===== config.mk =====
export PLATFORM = sky130hd
export DESIGN_NAME = vcadc_sched
export DESIGN_NICKNAME = d
export VERILOG_FILES = /design/src/rtl/vcadc_pkg.sv /design/src/rtl/vcadc_arbiter.sv /design/src/rtl/vcadc_engine.sv /design/src/rtl/vcadc_sched.sv
export SDC_FILE = /design/constraint.sdc
export NUM_CORES = 1
export LEC_CHECK = 0
export ABC_AREA = 1
export BUFFER_PORTS_ARGS = -buffer_cell sky130_fd_sc_hd__clkbuf_2
export CELL_PAD_IN_SITES_DETAIL_PLACEMENT = 0
export CELL_PAD_IN_SITES_GLOBAL_PLACEMENT = 2
export CORE_ASPECT_RATIO = 1.1
export CORE_UTILIZATION = 44
export CTS_CLUSTER_SIZE = 24
export DETAILED_ROUTE_END_ITERATION = 6
export HOLD_SLACK_MARGIN = 0.06
export PLACE_DENSITY_LB_ADDON = 0.05
export SYNTH_ARGS = -nofsm -noshare
export SYNTH_HDL_FRONTEND = slang
export SYNTH_SLANG_ARGS = --single-unit

===== constraint.sdc =====
create_clock -name clk -period 5.35 [get_ports clk]
set_input_delay 1.07 -clock clk [delete_from_list [all_inputs] [get_ports clk]]
set_output_delay 1.07 -clock clk [all_outputs]
set_load 0.005 [all_outputs]

===== src/rtl/vcadc_pkg.sv =====
package vcadc_pkg;
    localparam int NUM_VC = 16;
    localparam int VC_W   = $clog2(NUM_VC);
    localparam int RES_W  = 12;
    localparam int SEL_W  = 3;

    localparam logic [11:0] ADR_CTRL = 12'h02C;
    localparam logic [11:0] ADR_REQ  = 12'h030;
    localparam logic [11:0] ADR_RSET = 12'h034;
    localparam logic [11:0] ADR_RCLR = 12'h038;
    localparam logic [11:0] ADR_PWR  = 12'h040;
    localparam logic [5:0]  PG_CFG   = 6'h03;
    localparam logic [5:0]  PG_RES_A = 6'h04;
    localparam logic [5:0]  PG_RES_B = 6'h05;
    localparam int BUSY_BIT = 6;
    localparam int PD_BIT   = 3;
    localparam int EN_A_BIT = 15;
    localparam int EN_B_BIT = 16;

    typedef struct packed {
        logic             en_b;
        logic             en_a;
        logic [SEL_W-1:0] sel_b;
        logic [SEL_W-1:0] sel_a;
    } vc_cfg_t;

    typedef struct packed {
        logic             wr_a;
        logic             wr_b;
        logic [VC_W-1:0]  vc;
        logic [RES_W-1:0] val_a;
        logic [RES_W-1:0] val_b;
    } result_t;

    function automatic logic [RES_W-1:0] stub_sample(logic core, logic [SEL_W-1:0] sel,
                                                     logic [VC_W-1:0] vc);
        return {core, sel, vc, 4'h5};
    endfunction

    function automatic vc_cfg_t word_to_cfg(logic [31:0] w);
        vc_cfg_t c;
        c.en_b  = w[EN_B_BIT];
        c.en_a  = w[EN_A_BIT];
        c.sel_b = w[5:3];
        c.sel_a = w[2:0];
        return c;
    endfunction

    function automatic logic [31:0] cfg_to_word(vc_cfg_t c);
        logic [31:0] w;
        w = '0;
        w[EN_B_BIT] = c.en_b;
        w[EN_A_BIT] = c.en_a;
        w[5:3]      = c.sel_b;
        w[2:0]      = c.sel_a;
        return w;
    endfunction
endpackage


===== src/rtl/vcadc_arbiter.sv =====
module vcadc_arbiter
    import vcadc_pkg::*;
#(
    parameter int N = NUM_VC,
    localparam int IW = $clog2(N)
) (
    input  logic [N-1:0]  req,
    output logic          grant_valid,
    output logic [IW-1:0] grant_idx
);
    always_comb begin
        grant_valid = |req;
        grant_idx   = '0;
        for (int i = N - 1; i >= 0; i--) begin
            if (req[i]) grant_idx = IW'(i);
        end
    end
endmodule


===== src/rtl/vcadc_engine.sv =====
module vcadc_engine
    import vcadc_pkg::*;
#(
    parameter int CONV_CYCLES = 20,
    parameter int PWR_CYCLES  = 8,
    localparam int CNT_W = $clog2(CONV_CYCLES),
    localparam int PWR_W = $clog2(PWR_CYCLES + 1)
) (
    input  logic              clk,
    input  logic              rst,
    input  logic [NUM_VC-1:0] req_q,
    input  logic              grant_valid,
    input  logic [VC_W-1:0]   grant_idx,
    input  vc_cfg_t           grant_cfg,
    input  logic              pd,
    input  logic              pd_change,
    output logic [NUM_VC-1:0] done_mask,
    output result_t           res,
    output logic              conv_active,
    output logic [VC_W-1:0]   active_vc,
    output logic              cnt_zero,
    output logic              busy
);
    vc_cfg_t          cfg_q;
    logic [CNT_W-1:0] cnt_q;
    logic [PWR_W-1:0] pwr_q;
    logic             can_start, no_core;

    assign cnt_zero  = (cnt_q == '0);
    assign can_start = !conv_active && !pd && (pwr_q == '0) && grant_valid;
    assign no_core   = !grant_cfg.en_a && !grant_cfg.en_b;
    assign busy      = conv_active || (pwr_q != '0);

    always_comb begin
        done_mask = '0;
        res       = '0;
        res.vc    = active_vc;
        res.val_a = stub_sample(1'b0, cfg_q.sel_a, active_vc);
        res.val_b = stub_sample(1'b1, cfg_q.sel_b, active_vc);
        if (can_start && no_core) done_mask[grant_idx] = 1'b1;
        if (conv_active && req_q[active_vc] && cnt_zero) begin
            done_mask[active_vc] = 1'b1;
            res.wr_a = cfg_q.en_a;
            res.wr_b = cfg_q.en_b;
        end
    end

    always_ff @(posedge clk) begin
        if (rst) begin
            conv_active <= 1'b0;
            active_vc   <= '0;
            cfg_q       <= '0;
            cnt_q       <= '0;
            pwr_q       <= '0;
        end else begin
            if (pd_change)        pwr_q <= PWR_W'(PWR_CYCLES);
            else if (pwr_q != '0) pwr_q <= pwr_q - 1'b1;

            if (conv_active) begin
                if (!req_q[active_vc] || cnt_zero) conv_active <= 1'b0;
                else                               cnt_q <= cnt_q - 1'b1;
            end else if (can_start && !no_core) begin
                conv_active <= 1'b1;
                active_vc   <= grant_idx;
                cfg_q       <= grant_cfg;
                cnt_q       <= CNT_W'(CONV_CYCLES - 1);
            end
        end
    end
endmodule


===== src/rtl/vcadc_sched.sv =====
module vcadc_sched
    import vcadc_pkg::*;
#(
    parameter int CONV_CYCLES = 20,
    parameter int PWR_CYCLES  = 8
) (
    input  logic        clk,
    input  logic        rst,
    input  logic        bus_wr,
    input  logic [11:0] bus_addr,
    input  logic [31:0] bus_wdata,
    output logic [31:0] bus_rdata
);
    logic [NUM_VC-1:0] req_q, set_mask, clr_mask, done_mask;
    vc_cfg_t           cfg_q [NUM_VC];
    logic [RES_W-1:0]  res_a_q [NUM_VC];
    logic [RES_W-1:0]  res_b_q [NUM_VC];
    logic              pd_q, pd_change, grant_valid, conv_active, cnt_zero, busy;
    logic [VC_W-1:0]   grant_idx, active_vc, word_idx;
    result_t           res;

    assign word_idx  = bus_addr[VC_W+1:2];
    assign set_mask  = (bus_wr && bus_addr == ADR_RSET) ? bus_wdata[NUM_VC-1:0] : '0;
    assign clr_mask  = (bus_wr && bus_addr == ADR_RCLR) ? bus_wdata[NUM_VC-1:0] : '0;
    assign pd_change = bus_wr && (bus_addr == ADR_PWR) && (bus_wdata[PD_BIT] != pd_q);

    vcadc_arbiter #(.N(NUM_VC)) u_arb (
        .req         (req_q),
        .grant_valid (grant_valid),
        .grant_idx   (grant_idx)
    );

    vcadc_engine #(.CONV_CYCLES(CONV_CYCLES), .PWR_CYCLES(PWR_CYCLES)) u_eng (
        .clk         (clk),
        .rst         (rst),
        .req_q       (req_q),
        .grant_valid (grant_valid),
        .grant_idx   (grant_idx),
        .grant_cfg   (cfg_q[grant_idx]),
        .pd          (pd_q),
        .pd_change   (pd_change),
        .done_mask   (done_mask),
        .res         (res),
        .conv_active (conv_active),
        .active_vc   (active_vc),
        .cnt_zero    (cnt_zero),
        .busy        (busy)
    );

    always_ff @(posedge clk) begin
        if (rst) begin
            req_q <= '0;
            pd_q  <= 1'b0;
        end else begin
            req_q <= ((req_q & ~done_mask) | set_mask) & ~clr_mask;
            if (bus_wr && bus_addr == ADR_PWR) pd_q <= bus_wdata[PD_BIT];
        end
    end

    for (genvar g = 0; g < NUM_VC; g++) begin : g_vc
        always_ff @(posedge clk) begin
            if (rst) begin
                cfg_q[g]   <= '0;
                res_a_q[g] <= '0;
                res_b_q[g] <= '0;
            end else begin
                if (bus_wr && bus_addr[11:6] == PG_CFG && word_idx == VC_W'(g))
                    cfg_q[g] <= word_to_cfg(bus_wdata);
                if (res.wr_a && res.vc == VC_W'(g)) res_a_q[g] <= res.val_a;
                if (res.wr_b && res.vc == VC_W'(g)) res_b_q[g] <= res.val_b;
            end
        end
    end

    always_comb begin
        bus_rdata = '0;
        case (bus_addr[11:6])
            PG_CFG:   bus_rdata = cfg_to_word(cfg_q[word_idx]);
            PG_RES_A: bus_rdata = 32'(res_a_q[word_idx]);
            PG_RES_B: bus_rdata = 32'(res_b_q[word_idx]);
            default: begin
                if (bus_addr == ADR_REQ)  bus_rdata = 32'(req_q);
                if (bus_addr == ADR_CTRL) bus_rdata[BUSY_BIT] = busy;
                if (bus_addr == ADR_PWR)  bus_rdata[PD_BIT] = pd_q;
            end
        endcase
    end

    logic unused_bits;
    assign unused_bits = ^{bus_wdata[31:17], bus_wdata[14:6], bus_addr[1:0], conv_active, cnt_zero};
endmodule


-- Yosys cells after proc, flatten, opt, wreduce, memory -nomap -nowiden
Memory sizes are Yosys's and may differ from the RTL's.
Index checks and enable logic that the tools add are counted.
- memories: 3
- logic and storage cells: 430
- bits of input ports: 47
- output and inout port bits: 32
- memory bits (writable): 432
- register bits after elaboration: 39
- eq/ne operators: 40
- bitwise operators: 55
- $add $sub $neg: 2
- muxes and demuxes: 233
- magnitude comparators: 4
- reduce and logical (&&, ||, !) cells: 82
- memories (memory ; depth ; width ; read ports ; clocked after memory_dff ; write ports ; line ; RTL):
    res_b_q ; 16 ; 10 ; 1 ; 0 ; 16 ; vcadc_sched.sv:17 ; logic [RES_W-1:0] res_b_q [NUM_VC];
    res_a_q ; 16 ; 9 ; 1 ; 0 ; 16 ; vcadc_sched.sv:16 ; logic [RES_W-1:0] res_a_q [NUM_VC];
    cfg_q ; 16 ; 8 ; 2 ; 0 ; 16 ; vcadc_sched.sv:15 ; vc_cfg_t cfg_q [NUM_VC];
- operators with widths (kind ; number):
    two-way mux 10 bit ; 16
    two-way mux 1 bit ; 154
    two-way mux 9 bit ; 16
    two-way mux 8 bit ; 16
    two-way mux 16 bit ; 5
    two-way mux 4 bit ; 18
    == test 4 bit (second input constant) ; 16
    logical AND 1 bit ; 63
    case mux 17 bit (3 select lines) ; 1
    == test 12 x 6 -> 1 bit (second input constant) ; 4
    OR 1 bit ; 48
    AND 16 bit ; 2
    == test 4 x 3 -> 1 bit (second input constant) ; 8
    NOT 16 bit ; 2
    OR 16 bit ; 2
    == test 4 x 2 -> 1 bit (second input constant) ; 4
    OR reduction 16 bit ; 1
    two-way mux 5 bit ; 3
    == test 12 x 7 -> 1 bit (second input constant) ; 1
    == test 6 x 3 -> 1 bit (second input constant) ; 2
    logical NOT 4 bit ; 3
    less-than comparator 4 x 5 -> 1 bit (second input constant) ; 2
    demux 1 bit (select 4 bit) ; 2
    == test 4 x 1 -> 1 bit (second input constant) ; 2
    other kinds (16) ; 25

-- Logic depth before layout (Yosys ltp)
Gate-level depths: netlist of the first run.
- word-level depth: 27
- gate-level depth with buffers: 27

-- Modules after synthesis
A second synthesis of the first run with hierarchy kept.
- cells, all modules: 3395
- area total of the unflattened synthesis: 28125.7 um^2
- modules (own cells, without submodules) (module ; area each (um^2) ; instances ; cells each ; seq. area each (um^2)):
    vcadc_sched ; 26242.7 ; 1 ; 3078 ; 15715.1
    vcadc_engine ; 1674.1 ; 1 ; 268 ; 440.4
    vcadc_arbiter ; 209.0 ; 1 ; 49 ; 0.0

-- Worst setup path before layout of the first run
No wires, ideal clock.
- path type: input to output
- start: input bus_addr[2]
- end: output bus_rdata[4]
- slack: 1.607 ns
- data required time: 4.280 ns
- arrival time: 2.673 ns
- cell stages on the path: 8
- buffers on the path: 3
- path through: nor2_1 -> clkbuf_1 -> clkbuf_1 -> buf_1 -> a22oi_1 -> a21oi_1 -> o41ai_1 -> nand3_1
- word-level cells in the longest chain between the ends: 3
- elaborated cells on any way between the ends: 6
- RTL lines (item ; line ; RTL):
    from (decl) ; vcadc_sched.sv:10 ; input logic [11:0] bus_addr,
    branches (longest 2 deep; another with memory read (16 x 10 bit)) ; - ;
    case mux 17 bit (3 select lines) * ; vcadc_sched.sv:77 ; case (bus_addr[11:6])
    to (decl) ; vcadc_sched.sv:12 ; output logic [31:0] bus_rdata
Mark *: on every way between the ends.

-- Final worst setup path of the first run
- start: input bus_addr[2]
- end: output bus_rdata[2]
Same word-level chain as after synthesis.

==> key figures, run 1 <==
GRT
  – Antenna violations before repair: 2
  – Number of global-route vias before repair: 15210
  – GRT Resource Usage Total: 28.82%
  – Grt ovf: 0
  – Largest net degree at the start of global routing: 98
  – Global-route wire length before repair: 96.90 mm

Min path
  – WHS Path Cells: 2
  – Hold endpoint: u_eng.res[21]
  – Min-delay worst type: reg2reg
  – Hold path start: u_eng.res[21]

CTS
  – CTS Hold Bufs: 0
  – Sink Count: 423
  – Resized Gates After CTS: 0
  – CTS tree: built
  – # H-tree levels: 2
  – Clock Path Buffers: 3
  – Post-CTS setup buffers: 0
  – Root Buffer: clkbuf_16
  – Worst-skew pair later-pin latency: 0.60 ns
  – Worst-path clk slew: 0.06 ns
  – Number of buffers created by CTS: 47

Power and ir drop
  – Peak VDD IR: 261.4 uV
  – PD cells: 323.0 nW/um^2
  – Total power: 0.007335 W
  – LEAKAGE: 7.824 nW

STA
  – Final Cycle Share: 94.26%
  – Fmax: 198.3 MHz
  – Setup TNS: 0 ns
  – Clock Skew: 0.02459 ns
  – Tmin final: 5.043 ns
  – Relative slew slack: 10.56%
  – RSZ-0062 raised after global routing: false
  – Final count of hold timing violations: 0
  – Setup violators final: 0
  – Worst slew pin tran: 1.328 ns
  – Fin. max-slew vios: 0

Logic synthesis
  – Gate Count Post-Synth: 1999
  – Post-synth EDFFs: 382
  – Sequential cell area fraction in the yosys report: 61.18%
  – Ys Warns: 0
  – Library cells used by synthesis: 49
  – Syn avg cell area: 10.05 sq um
  – Ys flop type: edfxtp_1
  – Ys async rst share: 0%
  – Synth area leader: edfxtp_1
  – Top-area cell type share of the netlist area: 57.10%
  – Largest cells by area after synthesis: edfxtp_1, a22oi_1, nor2_1
  – #FFs+latches synth: 423
  – Cell Area, Synth: 20090 sq um

Outcome
  – Status: finished, final reports clean

Floorplanning
  – Core area: 44800 sq um
  – I/O Pins: 79
  – Die Height: 226.1 um
  – Die X: 205.7 um
  – Num rows: 81
  – Full die area: 46520 sq um
  – Initial core utilization: 44.85%

Layout
  – Final Util: 50.69%
  – Final #Nets: 2148
  – Final Cell Area: 22710 sq um
  – Layout cells sized above 1: 10.73%
  – P&R area growth vs syn: 13.03%
  – Non-Filler Instances: 2716
  – Antenna Cells: 0

Setup path
  – Startpoint types: input port
  – Critical path class: in2out
  – Req. time, crit path: 4.28 ns
  – Worst-case reg-to-reg path depth: 23
  – Reg2reg setup slack: 1.17 ns
  – Crit. End Element: output port
  – Worst setup path startpoint: bus_addr[2]
  – Crit path DAT: 3.97 ns
  – Reg2reg start: req_q[13]
  – Worst R2R End: u_eng.res[21]
  – Crit-path max FO: 42

Routing
  – Residual DRC: 0
  – Routed WL: 66.19 mm
  – Via count: 15810
  – Initial DRC count: 1552
  – Vias/cell: 5.823
  – Routed len/inst: 24.37 um
  – ANT nets after route: 0
  – Drt pass-1 iters: 6

Run
  – Max-cap violation count: 0

Placed design
  – Number of I/O port buffers: 48
  – Final GP Congestion: 0.8583
  – HPWL Detailed: 45.27 mm
  – # placed instances: 2629
  – Post-DP Area: 21270 sq um
[report_power, final]
part	switching [W]	total [W]	internal, W
sequential	0.0000566	0.00379	0.00374
clock	0.00133	0.00307	0.00173
combinational	0.000345	0.000474	0.000129
total	0.00173	0.00734	0.00560
[routing by layer]
metal / vias up / GRT usage (%) / share of wire (%)
li1: 7309 / - / -
met1: 7774 / 37.45 / 41
met2: 610 / 48.80 / 49
met3: 117 / 3.853 / 6.6
met4: 4 / 10.82 / 3.4
met5: - / 0 / 0.038
[per-stage QoR]
stage / hold WS (ns) / worst slack [ns]
after floorplan: 0.4413 / 1.607
after global placement: 0.4513 / 0.4355
after detailed placement: 0.4651 / 0.3899
after CTS: 0.4745 / 0.3817
after global routing: 0.4882 / 0.2005
final: 0.4735 / 0.3070
[area by class of cell]
type	instances	area [sq um]
fillers	4145	22090
well taps	581	726.9
clock buffers	63	1287
flip-flops and latches	423	12290
inverters	159	599.3
repair buffers	107	723.2
clock inverters	24	148.9
multi-input cells	1359	6930
[logic make-up after synthesis]
family / Yosys count / share of synthesized area, %
AND/OR/NAND/NOR: 841 / 18.43
XOR/XNOR: 4 / 0.1744
other: 1 / 0.01867
buffers and inverters: 295 / 5.966
adder cells (fa/ha/maj): 4 / 0.2491
AO/OA/AOI/OAI: 431 / 13.98
flip-flops: 423 / 61.18
[synth_stat cells (6+ instances only)]
library cell / n
dfxtp_1: 41
nand2_4: 6
inv_1: 130
nand2_2: 12
buf_1: 11
nor3_1: 84
a21oi_1: 120
o22ai_1: 8
o41ai_1: 14
clkinv_1: 11
a22oi_1: 187
nand4_1: 68
buf_2: 10
clkbuf_1: 97
nor2_1: 357
o21ai_0: 68
inv_2: 18
buf_4: 16
edfxtp_1: 382
nand3_1: 100
a21oi_2: 7
nand2_1: 201
[flip-flops by register name (all words and copies together) (netlist names)]
register           count
cfg_q                128
res_a_q              128
res_b_q              128
req_q                 16
u_eng.res              6
u_eng.cnt_q            5
u_eng.active_vc        4
u_eng.pwr_q            4
u_eng.cfg_q            2
pd_q                   1
u_eng.conv_active      1
[worst max-delay path, stage by stage]
cell and delay [ns]:
clkbuf_2 0.13, inv_1 0.08, nand2_1 0.20, clkinv_2 0.33
buf_12 0.30, a22oi_1 0.16, a21oi_1 0.12, or4_1 0.63
a21oi_1 0.53, nand2_1 0.24, clkbuf_2 0.16
[cell usage in the layout (no fill, tap or decap), drive strengths merged, types with 8 or more instances in the layout]
cell type	instances
conb	79
a21oi	128
nor3	84
inv	149
nand3	100
clkbuf	110
buf	60
o21ai	71
o41ai	14
edfxtp	382
nor2	361
o22ai	8
nand4	68
clkinv	32
nand2	219
a22oi	187
dfxtp	41
[how the worst max path moves through the flow]
stage	end	slack (ns)	depth (start not counted)
after floorplan	bus_rdata[4]	1.61	8
after global placement	bus_rdata[2]	0.44	11
after detailed placement	bus_rdata[2]	0.39	11
after CTS	bus_rdata[2]	0.38	11
after global routing	bus_rdata[2]	0.20	11
final	bus_rdata[2]	0.31	11
(Power assumes the default switching activity.)
==> run 2: changes to the inputs <==
--- a/config.mk
+++ b/config.mk
@@ -11,6 +11,7 @@
 export CELL_PAD_IN_SITES_GLOBAL_PLACEMENT = 2
 export CORE_ASPECT_RATIO = 1.1
 export CORE_UTILIZATION = 44
+export CTS_BUF_LIST = sky130_fd_sc_hd__clkbuf_8 sky130_fd_sc_hd__clkbuf_16
 export CTS_CLUSTER_SIZE = 24
 export DETAILED_ROUTE_END_ITERATION = 6
 export HOLD_SLACK_MARGIN = 0.06
==> key figures, run 2 (synthesis results as in run 1) <==
Outcome
  – Status: finished, final reports clean

Floorplanning
  – Num rows: 81
  – Initial core utilization: 44.85%
  – Core area: 44800 sq um
  – I/O Pins: 79
  – Full die area: 46520 sq um
  – Die Height: 226.1 um
  – Die X: 205.7 um

Min path
  – Hold path start: u_eng.res[21]
  – WHS Path Cells: 2
  – Min-delay worst type: reg2reg

CTS
  – Post-CTS setup buffers: 0
  – Worst-path clk slew: 0.06 ns
  – Root Buffer: clkbuf_16
  – Number of buffers created by CTS: 47
  – Resized Gates After CTS: 0
  – CTS Hold Bufs: 0
  – CTS tree: built
  – Worst-skew pair later-pin latency: 0.60 ns
  – Sink Count: 423
  – # H-tree levels: 2
  – Clock Path Buffers: 3

Placed design
  – # placed instances: 2629
  – Post-DP Area: 21270 sq um
  – Dpl ws: 0.3899 ns
  – Final GP Congestion: 0.8583
  – HPWL Detailed: 45.27 mm
  – Number of I/O port buffers: 48

STA
  – Final setup margin: 0.3169 ns
  – Setup TNS: 0 ns
  – Relative slew slack: 13.02%
  – Setup violators final: 0
  – Final Cycle Share: 94.08%
  – Worst slew pin tran: 1.291 ns
  – RSZ-0062 raised after global routing: false
  – Fmax: 198.7 MHz
  – Clock Skew: 0.02670 ns
  – Fin. max-slew vios: 0
  – Tmin final: 5.033 ns
  – Final count of hold timing violations: 0

Layout
  – Final Cell Area: 22710 sq um
  – Final #Nets: 2148
  – Fillers: 4145
  – Most frequent cells in the layout: edfxtp_1, nor2_1, nand2_1, a22oi_1, inv_1
  – Commonest non-fill, non-tap cell in the layout: edfxtp_1
  – Final Util: 50.69%
  – Layout cells sized above 1: 10.73%
  – Non-Filler Instances: 2716
  – P&R area growth vs syn: 13.03%
  – Antenna Cells: 0
  – Biggest registers after layout: cfg_q x128, res_a_q x128, res_b_q x128

Routing
  – ANT nets after route: 0
  – Residual DRC: 0
  – Initial DRC count: 1452
  – Via count: 15790
  – Drt pass-1 iters: 5
  – Vias/cell: 5.815
  – Routed len/inst: 24.34 um
  – Routed WL: 66.10 mm

Setup path
  – Setup crit end: bus_rdata[2]
  – Crit-path max FO: 42
  – Crit-path cells: clkbuf_2 > inv_1 > nand2_1 > clkinv_2 > buf_12 > a22oi_1 > a21oi_1 > or4_1 > a21oi_1 > nand2_1 > clkbuf_2
  – Crit. End Element: output port
  – Worst R2R End: u_eng.res[10]
  – Crit path DAT: 3.96 ns
  – CP max-delay cell: or4_1
  – Delay-heaviest family, CP: simple AND/OR/NAND/NOR gates
  – Crit-path max cell delay: 0.63 ns
  – Worst setup path startpoint: bus_addr[2]
  – Worst path bufs/invs: 5
  – Reg2reg setup slack: 1.17 ns
  – Critical path class: in2out
  – CP Depth: 11
  – Startpoint types: input port
  – Req. time, crit path: 4.28 ns
  – Reg2reg start: req_q[13]
  – Worst-case reg-to-reg path depth: 23

Power and ir drop
  – LEAKAGE: 7.873 nW
  – PD cells: 321.9 nW/um^2
  – Peak VDD IR: 261.2 uV

GRT
  – Grt ovf: 0
  – Number of global-route vias before repair: 15210
  – Global-route wire length before repair: 96.88 mm
  – GRT Resource Usage Total: 28.82%
  – Largest net degree at the start of global routing: 98
  – Antenna violations before repair: 2

Run
  – Max-cap violation count: 0
==> run 2: changes by cell type in the layout (fill, tap and decap cells not counted) <==
cell and delta:
inv_1 +12, clkbuf_1 -12
==> run 2: stage by stage <==
| step | power [W] | hold WS, ns |
|---|---|---|
| floorplan | 0.004141 | 0.4413 |
| global placement | 0.004320 | 0.4513 |
| detailed placement | 0.004331 | 0.4651 |
| CTS | 0.007350 | 0.4745 |
| global route | 0.007510 | 0.4882 |
| finish | 0.007310 | 0.4743 |
==> run 2: worst min-delay path, stage by stage (launching register included) <==
cell and delay [ns]:
dfxtp_1 0.31, nand2_2 0.07, a21oi_2 0.05
==> run 2: cell type report <==
class	instances	area [sq um]	area share (%)
Tap cell	581	726.9	3.201
Clock inverter	36	193.9	0.8540
Sequential cell	423	12290	54.13
Timing Repair Buffer	107	723.2	3.185
Clock buffer	51	1242	5.471
Inverter	159	599.3	2.639
Multi-Input combinational cell	1359	6930	30.52
==> run 2: layer usage <==
layer,part of all wire (%),vias up,track usage (%),routed length (um)
li1,-,7312,-,-
met1,41,7740,37.43,26970
met2,49,615,48.81,32340
met3,6.7,123,3.853,4452
met4,3.5,4,10.82,2312
met5,0.038,-,0,25
==> run 2: worst min path at each step <==
| stage | slack [ns] | endpoint |
|---|---|---|
| after floorplan | 0.44 | res_a_q[8][0] |
| after global placement | 0.45 | res_a_q[8][0] |
| after detailed placement | 0.47 | u_eng.res[22] |
| after CTS | 0.47 | u_eng.res[22] |
| after global routing | 0.49 | u_eng.res[20] |
| final | 0.47 | u_eng.res[21] |
==> run 2: power breakdown <==
part	switching, W	leakage, nW	internal, W
Clock	0.00133	0.755	0.00171
Combinational	0.000344	2.98	0.000129
Sequential	0.0000567	4.13	0.00374
==> run 3: changes to the inputs <==
--- a/config.mk
+++ b/config.mk
@@ -16,6 +16,7 @@
 export DETAILED_ROUTE_END_ITERATION = 6
 export HOLD_SLACK_MARGIN = 0.06
 export PLACE_DENSITY_LB_ADDON = 0.05
+export REMOVE_ABC_BUFFERS = 1
 export SYNTH_ARGS = -nofsm -noshare
 export SYNTH_HDL_FRONTEND = slang
 export SYNTH_SLANG_ARGS = --single-unit
==> key figures, run 3 (synthesis results as in run 1) <==
Floorplanning
  – Die X: 205.7 um
  – Die Height: 226.1 um
  – Initial core utilization: 44.85%
  – Num rows: 81
  – Core area: 44800 sq um
  – I/O Pins: 79
  – Full die area: 46520 sq um

STA
  – Tmin final: 4.743 ns
  – Final count of hold timing violations: 0
  – Final Cycle Share: 88.65%
  – Clock Skew: 0.01857 ns
  – RSZ-0062 raised after global routing: false
  – Relative slew slack: 14.92%
  – Setup violators final: 0
  – Final setup margin: 0.6071 ns
  – Fin. max-slew vios: 0
  – Worst slew pin tran: 1.263 ns
  – Fmax: 210.8 MHz

CTS
  – Worst-path clk slew: 0.06 ns
  – Post-CTS setup buffers: 0
  – CTS Hold Bufs: 0
  – Number of buffers created by CTS: 46
  – Root Buffer: clkbuf_16
  – Resized Gates After CTS: 0
  – Worst-skew pair later-pin latency: 0.59 ns
  – # H-tree levels: 2
  – Sink Count: 423
  – CTS tree: built
  – Clock Path Buffers: 3

GRT
  – Global-route wire length before repair: 97.79 mm
  – Number of global-route vias before repair: 15340
  – Antenna violations before repair: 1
  – GRT Resource Usage Total: 29.08%
  – Grt ovf: 0
  – Largest net degree at the start of global routing: 73

Routing
  – Drt pass-1 iters: 5
  – ANT nets after route: 0
  – Initial DRC count: 1368
  – Via count: 15800
  – Routed WL: 66.70 mm
  – Vias/cell: 5.817
  – Routed len/inst: 24.56 um
  – Residual DRC: 0

Power and ir drop
  – P_int: 0.005703 W
  – Peak VDD IR: 252.9 uV
  – Sw frac: 23.56%
  – LEAKAGE: 7.896 nW
  – Switching power: 0.001758 W
  – PD cells: 327.3 nW/um^2
  – Register share of total power: 50.8%
  – Gate power share: 6.6%
  – Clock power share: 42.6%

Layout
  – Non-Filler Instances: 2716
  – P&R area growth vs syn: 13.46%
  – Commonest non-fill, non-tap cell in the layout: edfxtp_1
  – Most frequent cells in the layout: edfxtp_1, nor2_1, nand2_1, a22oi_1, inv_1
  – Biggest registers after layout: cfg_q x128, res_a_q x128, res_b_q x128
  – Final #Nets: 2150
  – Layout cells sized above 1: 10.87%
  – Fillers: 4210
  – Final Cell Area: 22790 sq um
  – Antenna Cells: 0

Outcome
  – Status: finished, final reports clean

Setup path
  – Crit path DAT: 3.67 ns
  – Critical path class: in2out
  – CP max-delay cell: nor2_4
  – Crit. End Element: output port
  – Delay-heaviest family, CP: buffers and inverters
  – Reg2reg start: req_q[0]
  – Crit-path cells: clkbuf_2 > nor2_4 > buf_4 > inv_1 > nor3_1 > buf_4 > inv_1 > o211ai_1 > clkbuf_2
  – Req. time, crit path: 4.28 ns
  – Worst setup path startpoint: bus_addr[3]
  – Crit-path max cell delay: 0.51 ns
  – Startpoint types: input port
  – Crit-path max FO: 25
  – Worst path bufs/invs: 6

Placed design
  – Number of I/O port buffers: 48
  – HPWL Detailed: 45.97 mm
  – Final GP Congestion: 0.9186
  – Post-DP Area: 21310 sq um
  – # placed instances: 2632
  – Dpl ws: 0.6908 ns

Min path
  – Min-delay worst type: reg2reg
  – Hold path start: u_eng.res[8]

Run
  – Max-cap violation count: 0
run 3: cell types whose count changed in the layout (fill, tap and decap cells not counted), sizes merged:
| cell | previous run | this run |
|---|---|---|
| clkinv | 32 | 28 |
| buf | 60 | 63 |
| clkinvlp | 1 | 3 |
| inv | 161 | 160 |
| clkbuf | 98 | 94 |
| bufinv | 1 | 5 |
run 3: path summary, 6_finish.rpt:
path                          to  slack, ns  depth (start not counted)
setup / recovery    bus_rdata[9]       0.61                          9
setup reg to reg  res_a_q[15][5]       1.40                         10
hold / removal      u_eng.res[8]       0.47                          2
hold reg to reg     u_eng.res[8]       0.47                          2
run 3: per-layer routing:
metal	GRT usage [%]	wire length, um	up-vias
met5	0	13	-
met4	12.11	2604	2
met3	3.203	3809	125
met2	49.79	33320	565
met1	37.31	26950	7787
li1	-	-	7320
run 3: through the flow:
step	util, %	total power, W	TNS, ns	hold WS (ns)
3_5_place_dp	47.56	0.004352	0	0.4678
3_3_place_gp	47.56	0.004337	0	0.4544
4_1_cts	50.89	0.007509	0	0.4783
5_1_grt	50.89	0.007668	0	0.4866
2_1_floorplan	-	0.004113	-44.26	0.4413
6_report	50.89	0.007461	0	0.4732
run 3: layout make-up:
type / count / area [sq um] / area share, %
Clock inverter: 37 / 311.5 / 1.367
Clock buffer: 47 / 1176 / 5.160
Timing Repair Buffer: 110 / 758.2 / 3.326
Sequential cell: 423 / 12290 / 53.92
Inverter: 159 / 599.3 / 2.629
Multi-Input combinational cell: 1359 / 6930 / 30.40
Tap cell: 581 / 726.9 / 3.189
run 3: worst min-delay path, delay by kind of cell (launching register included):
kind             cells  cell delay [ns]
AO/OA/AOI/OAI        1             0.05
flip-flops           1             0.32
AND/OR/NAND/NOR      1             0.07
run 3: power by group through the flow:
stage	clock, W	combinational (W)	sequential [W]
floorplan	0	0.000268	0.00384
global placement	0	0.000481	0.00386
detailed placement	0	0.000489	0.00386
CTS	0.00323	0.000490	0.00379
global route	0.00333	0.000533	0.00381
finish	0.00318	0.000492	0.00379
